===== src/rtl/mbist_pkg.sv =====
package mbist_pkg;

  typedef enum logic [1:0] {
    PAT_CHECKER = 2'd0,
    PAT_WALK1   = 2'd1,
    PAT_WALK0   = 2'd2,
    PAT_COUNT   = 2'd3
  } pat_e;

  typedef enum logic [2:0] {
    ST_IDLE  = 3'd0,
    ST_WR    = 3'd1,
    ST_RD    = 3'd2,
    ST_DRAIN = 3'd3,
    ST_FIN   = 3'd4
  } eng_st_e;

  // Pattern word for address a; caller truncates to its data width (dw < 64).
  function automatic logic [63:0] pat_word(pat_e p, logic [31:0] a, int dw);
    logic [63:0] w;
    int unsigned k;
    w = '0;
    k = a % dw;
    case (p)
      PAT_CHECKER: for (int i = 0; i < 64; i++) w[i] = ~(a[0] ^ (i % 2 == 1));
      PAT_WALK1:   w[k] = 1'b1;
      PAT_WALK0:   begin w = '1; w[k] = 1'b0; end
      default:     w = {32'b0, a};
    endcase
    return w;
  endfunction

  // One step of the signature register, width dw (dw < 64).
  function automatic logic [63:0] misr_next(logic [63:0] s, logic [63:0] d,
                                            logic [63:0] poly, int dw);
    logic [63:0] r;
    r = (s << 1) ^ (s[dw-1] ? poly : 64'd0) ^ d;
    return r & ((64'd1 << dw) - 64'd1);
  endfunction

endpackage


===== src/rtl/mbist_ram_eng.sv =====
module mbist_ram_eng
  import mbist_pkg::*;
#(
  parameter int AW = 4,
  parameter int DW = 8
) (
  input  logic          clk,
  input  logic          rst_n,
  input  logic          go,
  input  logic          abort,
  input  pat_e          pat,
  output logic [AW-1:0] mem_addr,
  output logic [DW-1:0] mem_wdata,
  output logic          mem_we,
  output logic          mem_re,
  input  logic [DW-1:0] mem_rdata,
  output logic          fin,
  output logic          fail,
  output logic [AW-1:0] fail_addr
);
  localparam logic [AW-1:0] LAST = '1;

  eng_st_e       st;
  logic [AW-1:0] addr;
  logic [AW-1:0] cmp_addr;
  logic          cmp_vld;
  pat_e          pat_q;
  logic [DW-1:0] exp_word;
  logic          miscmp;

  assign exp_word = DW'(pat_word(pat_q, 32'(cmp_addr), DW));
  assign miscmp   = cmp_vld && (mem_rdata != exp_word);

  always_ff @(posedge clk or negedge rst_n) begin
    if (!rst_n) begin
      st        <= ST_IDLE;
      addr      <= '0;
      cmp_addr  <= '0;
      cmp_vld   <= 1'b0;
      pat_q     <= PAT_CHECKER;
      fail      <= 1'b0;
      fail_addr <= '0;
    end else if (abort) begin
      st      <= ST_IDLE;
      cmp_vld <= 1'b0;
      addr    <= '0;
    end else begin
      if (miscmp && !fail) begin
        fail      <= 1'b1;
        fail_addr <= cmp_addr;
      end
      case (st)
        ST_IDLE, ST_FIN: if (go) begin
          st        <= ST_WR;
          addr      <= '0;
          pat_q     <= pat;
          fail      <= 1'b0;
          fail_addr <= '0;
        end
        ST_WR: begin
          addr <= addr + 1'b1;
          if (addr == LAST) st <= ST_RD;
        end
        ST_RD: begin
          cmp_vld  <= 1'b1;
          cmp_addr <= addr;
          addr     <= addr + 1'b1;
          if (addr == LAST) st <= ST_DRAIN;
        end
        ST_DRAIN: begin
          cmp_vld <= 1'b0;
          st      <= ST_FIN;
        end
        default: st <= ST_IDLE;
      endcase
    end
  end

  assign mem_addr  = addr;
  assign mem_wdata = DW'(pat_word(pat_q, 32'(addr), DW));
  assign mem_we    = (st == ST_WR);
  assign mem_re    = (st == ST_RD);
  assign fin       = (st == ST_FIN);
endmodule


===== src/rtl/mbist_rom_eng.sv =====
module mbist_rom_eng
  import mbist_pkg::*;
#(
  parameter int            AW   = 4,
  parameter int            DW   = 8,
  parameter logic [DW-1:0] POLY = 8'h1D
) (
  input  logic          clk,
  input  logic          rst_n,
  input  logic          go,
  input  logic          abort,
  input  logic [DW-1:0] sig_exp,
  output logic [AW-1:0] mem_addr,
  output logic          mem_re,
  input  logic [DW-1:0] mem_rdata,
  output logic          fin,
  output logic          fail
);
  localparam logic [AW-1:0] LAST = '1;

  eng_st_e       st;
  logic [AW-1:0] addr;
  logic          cmp_vld;
  logic [DW-1:0] sig;
  logic [DW-1:0] exp_q;

  always_ff @(posedge clk or negedge rst_n) begin
    if (!rst_n) begin
      st      <= ST_IDLE;
      addr    <= '0;
      cmp_vld <= 1'b0;
      sig     <= '0;
      exp_q   <= '0;
    end else if (abort) begin
      st      <= ST_IDLE;
      cmp_vld <= 1'b0;
      addr    <= '0;
    end else begin
      if (cmp_vld)
        sig <= DW'(misr_next(64'(sig), 64'(mem_rdata), 64'(POLY), DW));
      case (st)
        ST_IDLE, ST_FIN: if (go) begin
          st    <= ST_RD;
          addr  <= '0;
          sig   <= '0;
          exp_q <= sig_exp;
        end
        ST_RD: begin
          cmp_vld <= 1'b1;
          addr    <= addr + 1'b1;
          if (addr == LAST) st <= ST_DRAIN;
        end
        ST_DRAIN: begin
          cmp_vld <= 1'b0;
          st      <= ST_FIN;
        end
        default: st <= ST_IDLE;
      endcase
    end
  end

  assign mem_addr = addr;
  assign mem_re   = (st == ST_RD);
  assign fin      = (st == ST_FIN);
  assign fail     = (sig != exp_q);
endmodule


===== src/rtl/mbist_ctrl.sv =====
module mbist_ctrl
  import mbist_pkg::*;
#(
  parameter int            DW       = 8,
  parameter int            SHR_AW   = 4,
  parameter int            SCR_AW   = 3,
  parameter int            ROM_AW   = 4,
  parameter logic [DW-1:0] ROM_POLY = 8'h1D
) (
  input  logic              clk,
  input  logic              rst_n,
  input  logic [2:0]        tgt_sel,
  input  logic [1:0]        pat_sel,
  input  logic              start,
  input  logic              cancel,
  input  logic [DW-1:0]     rom_sig_exp,
  output logic              busy,
  output logic              done,
  output logic              res_valid,
  output logic [2:0]        pass,
  output logic [SHR_AW-1:0] shr_fail_addr,
  output logic [SCR_AW-1:0] scr_fail_addr,
  output logic [SHR_AW-1:0] shr_addr,
  output logic [DW-1:0]     shr_wdata,
  output logic              shr_we,
  output logic              shr_re,
  input  logic [DW-1:0]     shr_rdata,
  output logic [SCR_AW-1:0] scr_addr,
  output logic [DW-1:0]     scr_wdata,
  output logic              scr_we,
  output logic              scr_re,
  input  logic [DW-1:0]     scr_rdata,
  output logic [ROM_AW-1:0] rom_addr,
  output logic              rom_re,
  input  logic [DW-1:0]     rom_rdata
);
  localparam int NTGT = 3;

  // Named control events, observed by the bound checker.
  logic            accept;
  logic            abort;
  logic            all_fin;
  logic [NTGT-1:0] sel_q;
  logic [NTGT-1:0] go_vec;
  logic [NTGT-1:0] fin_vec;
  logic [NTGT-1:0] fail_vec;

  assign accept  = start && !busy && !cancel && (tgt_sel != '0);
  assign abort   = cancel && busy;
  assign go_vec  = accept ? tgt_sel : '0;
  assign all_fin = &(~sel_q | fin_vec);

  mbist_ram_eng #(.AW(SHR_AW), .DW(DW)) u_shr (
    .clk(clk), .rst_n(rst_n), .go(go_vec[0]), .abort(abort), .pat(pat_e'(pat_sel)),
    .mem_addr(shr_addr), .mem_wdata(shr_wdata), .mem_we(shr_we), .mem_re(shr_re),
    .mem_rdata(shr_rdata), .fin(fin_vec[0]), .fail(fail_vec[0]),
    .fail_addr(shr_fail_addr)
  );

  mbist_ram_eng #(.AW(SCR_AW), .DW(DW)) u_scr (
    .clk(clk), .rst_n(rst_n), .go(go_vec[1]), .abort(abort), .pat(pat_e'(pat_sel)),
    .mem_addr(scr_addr), .mem_wdata(scr_wdata), .mem_we(scr_we), .mem_re(scr_re),
    .mem_rdata(scr_rdata), .fin(fin_vec[1]), .fail(fail_vec[1]),
    .fail_addr(scr_fail_addr)
  );

  mbist_rom_eng #(.AW(ROM_AW), .DW(DW), .POLY(ROM_POLY)) u_rom (
    .clk(clk), .rst_n(rst_n), .go(go_vec[2]), .abort(abort), .sig_exp(rom_sig_exp),
    .mem_addr(rom_addr), .mem_re(rom_re), .mem_rdata(rom_rdata),
    .fin(fin_vec[2]), .fail(fail_vec[2])
  );

  always_ff @(posedge clk or negedge rst_n) begin
    if (!rst_n) begin
      busy      <= 1'b0;
      done      <= 1'b0;
      res_valid <= 1'b0;
      pass      <= '0;
      sel_q     <= '0;
    end else begin
      done <= 1'b0;
      if (abort) begin
        busy      <= 1'b0;
        res_valid <= 1'b0;
        pass      <= '0;
      end else if (accept) begin
        busy      <= 1'b1;
        sel_q     <= tgt_sel;
        res_valid <= 1'b0;
        pass      <= '0;
      end else if (busy && all_fin) begin
        busy      <= 1'b0;
        done      <= 1'b1;
        res_valid <= 1'b1;
        pass      <= sel_q & ~fail_vec;
      end
    end
  end
endmodule


===== config.mk =====
export PLATFORM = sky130hd
export DESIGN_NAME = mbist_ctrl
export DESIGN_NICKNAME = d
export VERILOG_FILES = /design/src/rtl/mbist_pkg.sv /design/src/rtl/mbist_ram_eng.sv /design/src/rtl/mbist_rom_eng.sv /design/src/rtl/mbist_ctrl.sv
export SDC_FILE = /design/constraint.sdc
export NUM_CORES = 1
export LEC_CHECK = 0
export BUFFER_PORTS_ARGS = -buffer_cell sky130_fd_sc_hd__buf_2
export CORE_ASPECT_RATIO = 1.4
export CORE_UTILIZATION = 28
export CTS_CLUSTER_DIAMETER = 50
export DETAILED_ROUTE_END_ITERATION = 7
export GPL_TIMING_DRIVEN = 0
export PLACE_DENSITY = 0.53
export SLEW_MARGIN = 20
export SYNTH_ARGS = -nofsm -noshare
export SYNTH_HDL_FRONTEND = slang
export SYNTH_SLANG_ARGS = --single-unit

===== constraint.sdc =====
create_clock -name clk -period 2 [get_ports clk]
set_clock_uncertainty 0.05 [all_clocks]
set_input_delay 0.1 -clock clk [delete_from_list [all_inputs] [get_ports clk]]
set_output_delay 0.1 -clock clk [all_outputs]
set_load 0.05 [all_outputs]

==> impl_metrics.sql <==
INSERT INTO impl_metrics (metric_group, metric, value, unit) VALUES
('run_status', 'result_of_the_run', 'finished with violations', ''),
('run_status', 'failed_checks', 'setup timing', ''),
('timing', 'max_clock_freq', '0.4340', 'GHz'),
('timing', 'final_period_minus_worst_setup_slack', '2.304', 'ns'),
('floorplanning', 'floorplan.initialDensity', '28.75', '%'),
('timing', 'max_slew_headroom', '59.09', '%'),
('clock_tree', 'cts_inserted_buffers', '9', ''),
('yosys', 'synth_edf_count', '0', ''),
('setup_path', 'timing.critical_path.cells', 'buf_6 -> o21a_1 -> or4_4 -> a221oi_4 -> a211oi_2 -> and2_4 -> a22o_1', ''),
('global_routing', 'wire_length_of_the_first_global_routing_pass', '19600', 'um'),
('power_and_ir_drop', 'power_density', '1511', 'nW/um^2'),
('finish', 'finish.net_count', '666', ''),
('setup_path', 'reg2reg_from', 'u_scr.cmp_addr[2]', ''),
('timing', 'setup_viol', '8', ''),
('floorplanning', 'placeableCoreArea', '14440', 'sq um'),
('setup_path', 'crit_slowest_cell', 'sky130_fd_sc_hd__or4_4', ''),
('timing', 'timing.final.ws_setup', '-0.3043', 'ns'),
('placed_design', 'count_of_input_and_output_buffers', '85', ''),
('setup_path', 'cp_top_delay_family', 'compound AO/OA/AOI/OAI gates', ''),
('yosys', 'synth.ff_latch_count', '68', ''),
('clock_tree', 'clock_sink_count', '68', ''),
('yosys', 'post_synth_num_cell_types', '58', ''),
('detailed_routing', 'total_wire_length', '11890', 'um'),
('yosys', 'ys_seq_area_share', '40.98', '%'),
('setup_path', 'timing.critical_path.to_type', 'register', ''),
('yosys', 'syn_avg_cell_area', '8.580', 'sq um'),
('clock_tree', 'cts_tree', 'done', ''),
('floorplanning', 'floorplan.die.width', '104.9', 'um'),
('detailed_routing', 'avgViaCountPerCell', '4.919', ''),
('timing', 'pin_slew_with_the_least_headroom_to_its_limit', '0.6085', 'ns'),
('global_routing', 'vias_in_the_first_global_route', '4050', ''),
('finish', 'antenna-diode-count', '0', ''),
('yosys', 'synth_area', '4153', 'sq um'),
('setup_path', 'start_kind', 'register', ''),
('finish', 'area_delta_synth_final', '42.48', '%'),
('placed_design', 'dp_hpwl', '8425', 'um'),
('setup_path', 'critPathKind', 'register to register', ''),
('detailed_routing', 'route.detailed.drc', '0', ''),
('setup_path', 'worst-path-buf-inv', '1', ''),
('finish', 'layout_common_cells', 'sky130_fd_sc_hd__nand2_1, sky130_fd_sc_hd__buf_2, sky130_fd_sc_hd__dfrtp_1', ''),
('floorplanning', 'fp-row-count', '52', ''),
('setup_path', 'cp_slowest_stage_delay', '0.50', 'ns'),
('timing', 'final.period_utilization', '115.2', '%'),
('global_routing', 'grt_start_max_net_pins', '43', ''),
('yosys', 'synthesis.instances', '484', ''),
('setup_path', 'crit_required', '2.16', 'ns'),
('floorplanning', 'die_h', '146.1', 'um'),
('yosys', 'yosys_warnings', '0', ''),
('global_routing', 'grt_overflow_total', '0', ''),
('placed_design', 'weighted_congestion_at_the_end_of_routability_driven_global_placement', '0.7796', ''),
('detailed_routing', 'detailedRoute.firstPassIterationCount', '4', ''),
('yosys', 'yosys_most_used_dff', 'sky130_fd_sc_hd__dfrtp_1', ''),
('min_path', 'worst_hold_startpoint', 'tgt_sel[0]', ''),
('yosys', 'syn-num-nets', '529', ''),
('detailed_routing', 'via_count', '4009', ''),
('placed_design', 'pre_cts_slack', '-0.3771', 'ns'),
('clock_tree', 'cts.htree.levels', '3', ''),
('detailed_routing', 'drtAntennaViolNets', '0', ''),
('finish', 'fill_cells', '1508', ''),
('clock_tree', 'cts_root_buffer', 'sky130_fd_sc_hd__clkbuf_16', ''),
('detailed_routing', 'wl_per_cell', '14.59', 'um'),
('timing', 'timing_hold_violations_final', '0', ''),
('power_and_ir_drop', 'vdd_drop_max', '683.8', 'uV'),
('clock_tree', 'worst_skew_pair.late_latency', '0.33', 'ns'),
('clock_tree', 'clkSlewWorstSetupHoldPaths', '0.06', 'ns'),
('floorplanning', 'dieArea', '15330', 'sq um'),
('setup_path', 'arrival', '2.47', 'ns'),
('setup_path', 'critical_path_startpoint', 'u_scr.cmp_addr[2]', ''),
('finish', 'layout_commonest_cell', 'sky130_fd_sc_hd__nand2_1', ''),
('run', 'timing.max_cap.violations', '0', ''),
('finish', 'final_area', '5917', 'sq um');
-- worst register-to-register path, cell delays in order, from the launching register on --
cell	delay, ns
sky130_fd_sc_hd__dfrtp_1	0.42
sky130_fd_sc_hd__buf_6	0.16
sky130_fd_sc_hd__o21a_1	0.19
sky130_fd_sc_hd__or4_4	0.50
sky130_fd_sc_hd__a221oi_4	0.34
sky130_fd_sc_hd__a211oi_2	0.12
sky130_fd_sc_hd__and2_4	0.19
sky130_fd_sc_hd__a22o_1	0.22
-- report_power, final --
group	internal, uW	total, uW	switching, uW
clock network	1190	1770	578
logic	1890	5000	3110
registers	1740	2170	431
total	4820	8940	4120
-- layer usage --
layer / vias to the layer above / share of wire, % / GRT usage, %
li1: 1975 / - / -
met1: 1930 / 43 / 18.60
met2: 93 / 52 / 28.71
met3: 11 / 4.5 / 3.482
met4: 0 / 0.99 / 4.366
met5: - / 0 / 0
-- cell type report --
class	instances	area [sq um]	area share [%]
Multi-Input combinational cell	381	2581	43.62
Sequential cell	68	1708	28.86
Timing Repair Buffer	129	840.8	14.21
Clock buffer	12	266.5	4.504
Tap cell	189	236.5	3.997
Buffer	23	176.4	2.982
Clock inverter	4	70.07	1.184
Inverter	9	37.54	0.6344
-- metrics by stage --
stage | cells | hold slack, ns | util [%]
6_report | 815 | 0.01767 | 40.97
5_1_grt | 815 | 0.02938 | 40.97
4_1_cts | 808 | 0.0009415 | 39.95
3_5_place_dp | 759 | 0.003552 | 34.21
3_3_place_gp | 758 | 0.2414 | 34.00
2_1_floorplan | 484 | -0.2456 | -
-- registers in the layout (all words and copies together), names as in the netlist, 2 cells and up --
register	cells
u_scr.pat_q	2
u_shr.mem_addr	4
u_scr.st	3
u_scr.cmp_addr	3
u_rom.sig	8
u_rom.mem_addr	4
u_shr.cmp_addr	4
u_rom.exp_q	8
u_rom.st	3
u_scr.fail_addr	3
u_shr.pat_q	2
u_scr.mem_addr	3
pass	3
u_shr.fail_addr	4
u_shr.st	3
sel_q	3
-- path summary, 6_finish.rpt --
check / end / slack (ns) / cells past startpoint
min reg2reg: u_rom.exp_q[0] / 0.45 / 2
max reg2reg: u_scr.fail_addr[0] / -0.30 / 7
min in group asynchronous: u_rom.mem_addr[2] / 0.18 / 2
max: u_scr.fail_addr[0] / -0.30 / 7
min: sel_q[0] / 0.02 / 3
max in group asynchronous: u_shr.mem_addr[1] / 1.17 / 3
-- cells in the mapped netlist (9+ instances only) --
cell type / instances / share of area [%]
sky130_fd_sc_hd__nand2_1: 96 / 8.7
sky130_fd_sc_hd__dfrtp_1: 68 / 41
sky130_fd_sc_hd__nor2_1: 33 / 3.0
sky130_fd_sc_hd__o21ai_0: 31 / 3.7
sky130_fd_sc_hd__a21oi_1: 26 / 3.1
sky130_fd_sc_hd__xnor2_1: 23 / 4.9
sky130_fd_sc_hd__clkbuf_1: 18 / 1.6
sky130_fd_sc_hd__nand3_1: 18 / 2.2
sky130_fd_sc_hd__nand2b_1: 15 / 2.3
sky130_fd_sc_hd__inv_1: 9 / 0.81
sky130_fd_sc_hd__mux2i_1: 9 / 2.2
sky130_fd_sc_hd__nor2b_1: 9 / 1.4
-- cell families (layout without fill, tap and decap cells) --
logic type	count (synthesis)	count (layout)	synth area share, %
flops	68	68	40.98
simple gates	217	217	25.25
fa+ha+maj	4	4	1.205
compound gates	116	116	18.86
xor+xnor	28	28	5.905
buf+inv	35	177	3.736
mux	16	16	4.068
-- what timing repair did --
action	CTS	global route
resized for setup	57	27
hold endpoints to repair	53	0
pin swaps	15	5
hold buffers	13	0
endpoints found under the setup margin	34	35
setup buffers	22	8
Note: power is estimated with default switching activity, not from simulation.
